File: src/rtl/sup_pkg.sv
package sup_pkg;

   typedef enum logic {
      TB_EXTERNAL = 1'b0,
      TB_INTERNAL = 1'b1
   } timebase_e;

   function automatic int unsigned max_u(input int unsigned a, input int unsigned b);
      return (a > b) ? a : b;
   endfunction

endpackage

File: src/rtl/sup_sync.sv
module sup_sync #(
   parameter int unsigned STAGES  = 2,
   parameter logic        RST_VAL = 1'b0
) (
   input  logic clk,
   input  logic rst_n,
   input  logic d_i,
   output logic q_o
);

   logic [STAGES-1:0] chain_q;

   generate
      if (STAGES < 2) begin : g_bad_stages
         $error("sup_sync needs at least two stages");
      end
      for (genvar s = 0; s < STAGES; s++) begin : g_stage
         if (s == 0) begin : g_first
            always_ff @(posedge clk or negedge rst_n) begin
               if (!rst_n) chain_q[0] <= RST_VAL;
               else        chain_q[0] <= d_i;
            end
         end else begin : g_next
            always_ff @(posedge clk or negedge rst_n) begin
               if (!rst_n) chain_q[s] <= RST_VAL;
               else        chain_q[s] <= chain_q[s-1];
            end
         end
      end
   endgenerate

   assign q_o = chain_q[STAGES-1];

endmodule

File: src/rtl/sup_rst_timer.sv
module sup_rst_timer #(
   parameter int unsigned RST_TICKS = 512
) (
   input  logic clk,
   input  logic rst_n,
   input  logic hold_i,
   input  logic tick_i,
   input  logic expire_i,
   output logic in_rst_o,
   output logic done_o
);

   localparam int unsigned RW = (RST_TICKS > 2) ? $clog2(RST_TICKS) : 1;
   localparam logic [RW-1:0] LAST = RW'(RST_TICKS - 1);

   logic [RW-1:0] cnt_q;
   logic          in_rst_q;

   generate
      if (RST_TICKS < 2) begin : g_bad_len
         $error("RST_TICKS must be at least 2");
      end
   endgenerate

   assign done_o   = in_rst_q && !hold_i && tick_i && (cnt_q == LAST);
   assign in_rst_o = in_rst_q;

   always_ff @(posedge clk or negedge rst_n) begin
      if (!rst_n) begin
         in_rst_q <= 1'b1;
         cnt_q    <= '0;
      end else if (hold_i || expire_i) begin
         in_rst_q <= 1'b1;
         cnt_q    <= '0;
      end else if (in_rst_q && tick_i) begin
         if (cnt_q == LAST) begin
            in_rst_q <= 1'b0;
            cnt_q    <= '0;
         end else begin
            cnt_q <= cnt_q + RW'(1);
         end
      end
   end

endmodule

File: src/rtl/sup_wdog.sv
module sup_wdog #(
   parameter int unsigned CW        = 15,
   parameter int unsigned EXT_NORM  = 1024,
   parameter int unsigned EXT_POST  = 4096,
   parameter int unsigned INT_SHORT = 1024,
   parameter int unsigned INT_LONG  = 16384
) (
   input  logic clk,
   input  logic rst_n,
   input  logic hold_i,
   input  logic in_rst_i,
   input  logic rst_done_i,
   input  logic tick_i,
   input  logic strobe_edge_i,
   input  logic en_i,
   input  logic tb_int_i,
   input  logic per_long_i,
   output logic expire_o,
   output logic ok_o
);

   logic [CW-1:0] cnt_q;
   logic [CW-1:0] lim_q;
   logic [CW-1:0] post_lim;
   logic [CW-1:0] norm_lim;
   logic          at_limit;

   always_comb begin
      post_lim = tb_int_i ? CW'(INT_LONG) : CW'(EXT_POST);
      if (tb_int_i) norm_lim = per_long_i ? CW'(INT_LONG) : CW'(INT_SHORT);
      else          norm_lim = CW'(EXT_NORM);
   end

   assign at_limit = (cnt_q == (lim_q - CW'(1)));
   assign expire_o = !in_rst_i && !hold_i && en_i && !strobe_edge_i && tick_i && at_limit;

   always_ff @(posedge clk or negedge rst_n) begin
      if (!rst_n) begin
         cnt_q <= '0;
         lim_q <= '0;
         ok_o  <= 1'b1;
      end else if (hold_i) begin
         cnt_q <= '0;
         ok_o  <= 1'b1;
      end else if (rst_done_i) begin
         cnt_q <= '0;
         lim_q <= post_lim;
      end else if (in_rst_i) begin
         if (strobe_edge_i && en_i) ok_o <= 1'b1;
      end else if (!en_i) begin
         cnt_q <= '0;
         ok_o  <= 1'b1;
      end else if (strobe_edge_i) begin
         cnt_q <= '0;
         lim_q <= norm_lim;
         ok_o  <= 1'b1;
      end else if (tick_i) begin
         if (at_limit) begin
            cnt_q <= '0;
            ok_o  <= 1'b0;
         end else begin
            cnt_q <= cnt_q + CW'(1);
         end
      end
   end

endmodule

File: src/rtl/sup_ctrl.sv
module sup_ctrl
   import sup_pkg::*;
#(
   parameter int unsigned RST_TICKS   = 512,
   parameter int unsigned EXT_NORM    = 1024,
   parameter int unsigned EXT_POST    = 4096,
   parameter int unsigned INT_SHORT   = 1024,
   parameter int unsigned INT_LONG    = 16384,
   parameter int unsigned SYNC_STAGES = 2
) (
   input  logic clk,
   input  logic rst_n,
   input  logic tick_int_i,
   input  logic tick_ext_i,
   input  logic tb_int_i,
   input  logic per_long_i,
   input  logic low_line_i,
   input  logic batt_i,
   input  logic strobe_i,
   input  logic wd_en_i,
   input  logic ce_n_i,
   input  logic pf_ok_i,
   output logic rst_n_o,
   output logic rst_o,
   output logic low_line_n_o,
   output logic wd_ok_o,
   output logic ce_n_o,
   output logic pf_n_o
);

   localparam int unsigned WMAX = max_u(max_u(EXT_NORM, EXT_POST), max_u(INT_SHORT, INT_LONG));
   localparam int unsigned CW   = $clog2(WMAX + 1);

   generate
      if (EXT_NORM < 2 || EXT_POST < 2 || INT_SHORT < 2 || INT_LONG < 2) begin : g_bad_lim
         $error("watchdog limits must be at least 2 ticks");
      end
   endgenerate

   logic ll_s, st_s, st_prev_q;
   logic strobe_edge, tick, hold;
   logic in_rst, rst_done, expire, wd_ok_q;
   timebase_e tb;

   sup_sync #(.STAGES(SYNC_STAGES), .RST_VAL(1'b1)) u_ll_sync (
      .clk(clk), .rst_n(rst_n), .d_i(low_line_i), .q_o(ll_s));

   sup_sync #(.STAGES(SYNC_STAGES), .RST_VAL(1'b0)) u_st_sync (
      .clk(clk), .rst_n(rst_n), .d_i(strobe_i), .q_o(st_s));

   always_ff @(posedge clk or negedge rst_n) begin
      if (!rst_n) st_prev_q <= 1'b0;
      else        st_prev_q <= st_s;
   end

   assign strobe_edge = st_s ^ st_prev_q;
   assign tb          = timebase_e'(tb_int_i);
   assign tick        = (tb == TB_INTERNAL) ? tick_int_i : tick_ext_i;
   assign hold        = ll_s | batt_i;

   sup_rst_timer #(.RST_TICKS(RST_TICKS)) u_rst (
      .clk(clk), .rst_n(rst_n), .hold_i(hold), .tick_i(tick),
      .expire_i(expire), .in_rst_o(in_rst), .done_o(rst_done));

   sup_wdog #(
      .CW(CW), .EXT_NORM(EXT_NORM), .EXT_POST(EXT_POST),
      .INT_SHORT(INT_SHORT), .INT_LONG(INT_LONG)
   ) u_wd (
      .clk(clk), .rst_n(rst_n), .hold_i(hold), .in_rst_i(in_rst),
      .rst_done_i(rst_done), .tick_i(tick), .strobe_edge_i(strobe_edge),
      .en_i(wd_en_i), .tb_int_i(tb_int_i), .per_long_i(per_long_i),
      .expire_o(expire), .ok_o(wd_ok_q));

   assign rst_n_o      = !(in_rst || low_line_i || batt_i);
   assign rst_o        = !rst_n_o;
   assign low_line_n_o = !(low_line_i || batt_i);
   assign wd_ok_o      = wd_ok_q || low_line_i || batt_i;
   assign ce_n_o       = ce_n_i || low_line_i || batt_i;
   assign pf_n_o       = pf_ok_i && !batt_i;

endmodule

File: config.mk
export PLATFORM = sky130hd
export DESIGN_NAME = sup_ctrl
export DESIGN_NICKNAME = d
export VERILOG_FILES = /design/src/rtl/sup_pkg.sv /design/src/rtl/sup_sync.sv /design/src/rtl/sup_rst_timer.sv /design/src/rtl/sup_wdog.sv /design/src/rtl/sup_ctrl.sv
export SDC_FILE = /design/constraint.sdc
export NUM_CORES = 1
export LEC_CHECK = 0
export BUFFER_PORTS_ARGS = -buffer_cell sky130_fd_sc_hd__buf_2
export CAP_MARGIN = 5
export CORE_AREA = 2 2 74 76
export CTS_CLUSTER_SIZE = 30
export DETAILED_ROUTE_END_ITERATION = 10
export DIE_AREA = 0 0 76 78
export GPL_TIMING_DRIVEN = 0
export PLACE_DENSITY = 0.58
export SYNTH_ARGS = -nofsm -noshare
export SYNTH_HDL_FRONTEND = slang
export SYNTH_SLANG_ARGS = --single-unit
File: constraint.sdc
create_clock -name clk -period 2.7 [get_ports clk]
set_clock_uncertainty 0.15 [all_clocks]
set_input_delay 0.405 -clock clk [delete_from_list [all_inputs] [get_ports clk]]
set_output_delay 0.405 -clock clk [all_outputs]
set_load 0.005 [all_outputs]
==> results.toml <==
[worst_setup_path]
startpoint = "u_rst.cnt_q[0]$_DFFE_PN0P_"
critPathRequiredTime_ps = 2750
worst-path-max-fanout = 10
crit_end = "u_wd.cnt_q[12]$_DFFE_PN0P_"
setup.worst_path.class = "reg -> reg"
rr_worst_depth = 11
cp_cell_sequence = "ha_1 -> nand3_1 -> nor2_1 -> ha_1 -> buf_2 -> inv_1 -> o21ai_1 -> a21boi_2 -> buf_2 -> a32oi_1 -> o31ai_1"
startpoint_type = "flop"
max_stage_delay_ps = 400
ff2ff_setup_slack_ps = 230
crit_path_top_delay_cell = "dfrtp_1"
cp-end-kind = "flop"
worstSetupPathDepth = 11
reg2reg_from = "u_rst.cnt_q[0]$_DFFE_PN0P_"
crit_buf_inv = 3
arrival_ps = 2520
r2r-end = "u_wd.cnt_q[12]$_DFFE_PN0P_"
critical_path.top_delay_family = "buffers and inverters"

[synth]
synth_seq_cells = 34
syn_area_sq_um = 1980
yosys_most_used_dff = "dfrtp_1"
yosys_warnings = 0
synth_nets = 227
ys_seq_area_frac = 0.433
synth_cells = 211
yosysUniqueCellTypes = 47
synth_edf_count = 0
async_flop_share = 1.00
synthAdderAreaFrac = 0.0253
synth-xor-area-share = 0.0177
syn_avg_cell_area_sq_um = 9.37
muxShareOfSynthArea = 0.0234
synth_top_family_by_area = "simple AND/OR/NAND/NOR gates"
synth_compound_area_frac = 0.165
synthSimpleGateAreaFrac = 0.306

[sta]
holdWs_ps = 40.5
rsz0062_at_grt = "false"
clock.fmax_mhz = 405
final-hold-violation-count = 0
tightest_slew_ps = 787
worst_slack_ps = 229
slew_violations = 0
min_period_ps = 2470
setup_tns_ps = 0
period_share = 0.915
slew_headroom = 0.476
setup_viol = 0

[clock_tree]
clock-sinks = 34
clk_pin_slew_ps = 80
cts-buffers-inserted = 5
clk_path_buf_depth = 2
ctsRootBufferMaster = "clkbuf_8"
clock_latency_ps = 290
cts_resized = 0
cts_hold_buf = 0
post_cts_buffers = 0
htreeDepth = 2
cts_tree = "built"

[power_and_ir_drop]
switching_power_uw = 229
internal_power_uw = 723
leakage_nw = 0.947
combPwrFrac = 0.076
ir_drop_mv = 0.188
p_sw_frac = 0.241
clkPwrFrac = 0.376
p_per_area_nw_per_um2 = 426
seqPwrFrac = 0.548
power_uw = 952

[die]
die_width_um = 76
die_area_sq_um = 5930
io_pins = 18
core_sq_um = 5040
die_height_um = 78
start_util = 0.392
rows = 26

[final_layout]
register_area_sq_um = 856
final_nets = 251
fill_cells = 498
finish.utilization = 0.443
drive_gt1_frac = 0.182
fin_area_sq_um = 2240
multi_input_area_sq_um = 1070
areaGrowthSynthToFinish_pct = 13.1
fin_cells = 306
num_antenna_cells = 0

[global_route]
grt-ovfl-total = 0
antenna_found_initial = 0
grt_pass1_vias = 1484
track_usage = 0.150
grt_pass1_wl_um = 7090
grt_max_degree = 35

[min_path]
min_path_type = "in -> async"

[route]
drt_iter0_drc = 85
wl_per_cell_um = 13.6
dr_total_vias = 1649
ant_nets = 0
wirelength_um = 4150
vias_per_cell = 5.39
dr.pass1.iters = 4
remaining_drc_errors = 0

[place]
pre_cts_slack_ps = 198
dp_hpwl_um = 2960
portBuffers = 17
placed_cell_area_sq_um = 2150
placed_cells = 298
finalWeightedCongestion = 0.727

[run_status]
outcome = "complete, no violations"

[job]
drv_cap = 0
==> metal layers <==
layer  part of all wire  vias up  global-route usage
li1                   -      836                   -
met1               0.49      764               0.206
met2               0.44       39               0.229
met3              0.044       10              0.0337
met4              0.019        0              0.0636
met5                  0        -                   0
==> registers in the layout (all words and copies together), names as in the netlist <==
signal and flops:
u_wd.cnt_q 15, u_rst.in_rst_o 1, u_st_sync.q_o 1, u_rst.cnt_q 9, u_ll_sync.q_o 1, st_prev_q 1, u_wd.lim_q 3, u_ll_sync.chain_q 1
u_st_sync.chain_q 1, u_wd.ok_o 1
==> Yosys cell counts, types with 3 or more instances <==
master,count,area [sq um]
o21ai_1,10,50.1
a31oi_1,3,18.8
ha_1,4,50.1
nand3_1,16,80.1
o21ai_0,10,50.1
or3_1,4,25.0
nor2_1,12,45.0
o31ai_1,4,30.0
xor2_1,3,26.3
buf_2,3,15.0
a21oi_1,16,80.1
dfstp_2,4,105
dfrtp_1,30,751
nor3b_1,3,22.5
nand2b_1,3,18.8
nand2_1,22,82.6
nand4_1,10,62.6
nor3_2,3,30.0
or4b_1,4,40.0
nor3_1,6,30.0
inv_1,8,30.0
and3_1,4,25.0
==> final cells by class <==
class	instances	area share
buffer	5	0.0134
tap	70	0.0392
multi-input combinational	164	0.477
inverter	8	0.0134
timing repair buffer	17	0.0381
clock buffer	8	0.0358
sequential	34	0.383
==> worst min-delay path by stage <==
stage / endpoint / slack (ps) / cells past startpoint
3_5_place_dp: u_st_sync.q_o$_DFF_PN0_ / 190 / 0
6_report: u_wd.cnt_q[7]$_DFFE_PN0P_ / 40 / 1
4_1_cts: u_wd.cnt_q[9]$_DFFE_PN0P_ / 60 / 1
3_3_place_gp: u_st_sync.q_o$_DFF_PN0_ / 190 / 0
2_1_floorplan: st_prev_q$_DFF_PN0_ / -40 / 0
5_1_grt: u_st_sync.chain_q[0]$_DFF_PN0_ / 70 / 1
==> kinds of logic after synthesis <==
family / after synthesis
AOI/OAI and AO/OA: 51
xor gates and xnor gates: 4
adders and majority gates: 4
buffers and inverters: 13
DFF: 34
muxes: 4
and+or+nand+nor: 101
==> placed cells by master (no fill, tap or decap), drive strengths merged, types with 4 or more instances in the layout <==
| master | n |
|---|---|
| ha | 4 |
| or4b | 4 |
| buf | 21 |
| o21ai | 21 |
| o31ai | 5 |
| nand2 | 22 |
| nand3 | 16 |
| dfrtp | 30 |
| clkbuf | 9 |
| inv | 8 |
| nor3 | 10 |
| and3 | 5 |
| a21oi | 16 |
| nand4 | 12 |
| or3 | 4 |
| nor2 | 13 |
| dfstp | 4 |
==> power groups by stage <==
stage / Combinational [mW] / Clock [mW] / Sequential, mW
finish: 0.0723 / 0.359 / 0.522
global route: 0.0828 / 0.398 / 0.522
CTS: 0.0734 / 0.376 / 0.522
detailed placement: 0.0731 / 0 / 0.531
global placement: 0.0730 / 0 / 0.531
floorplan: 0.0389 / 0 / 0.530
Power figures use the tool's default switching activity.
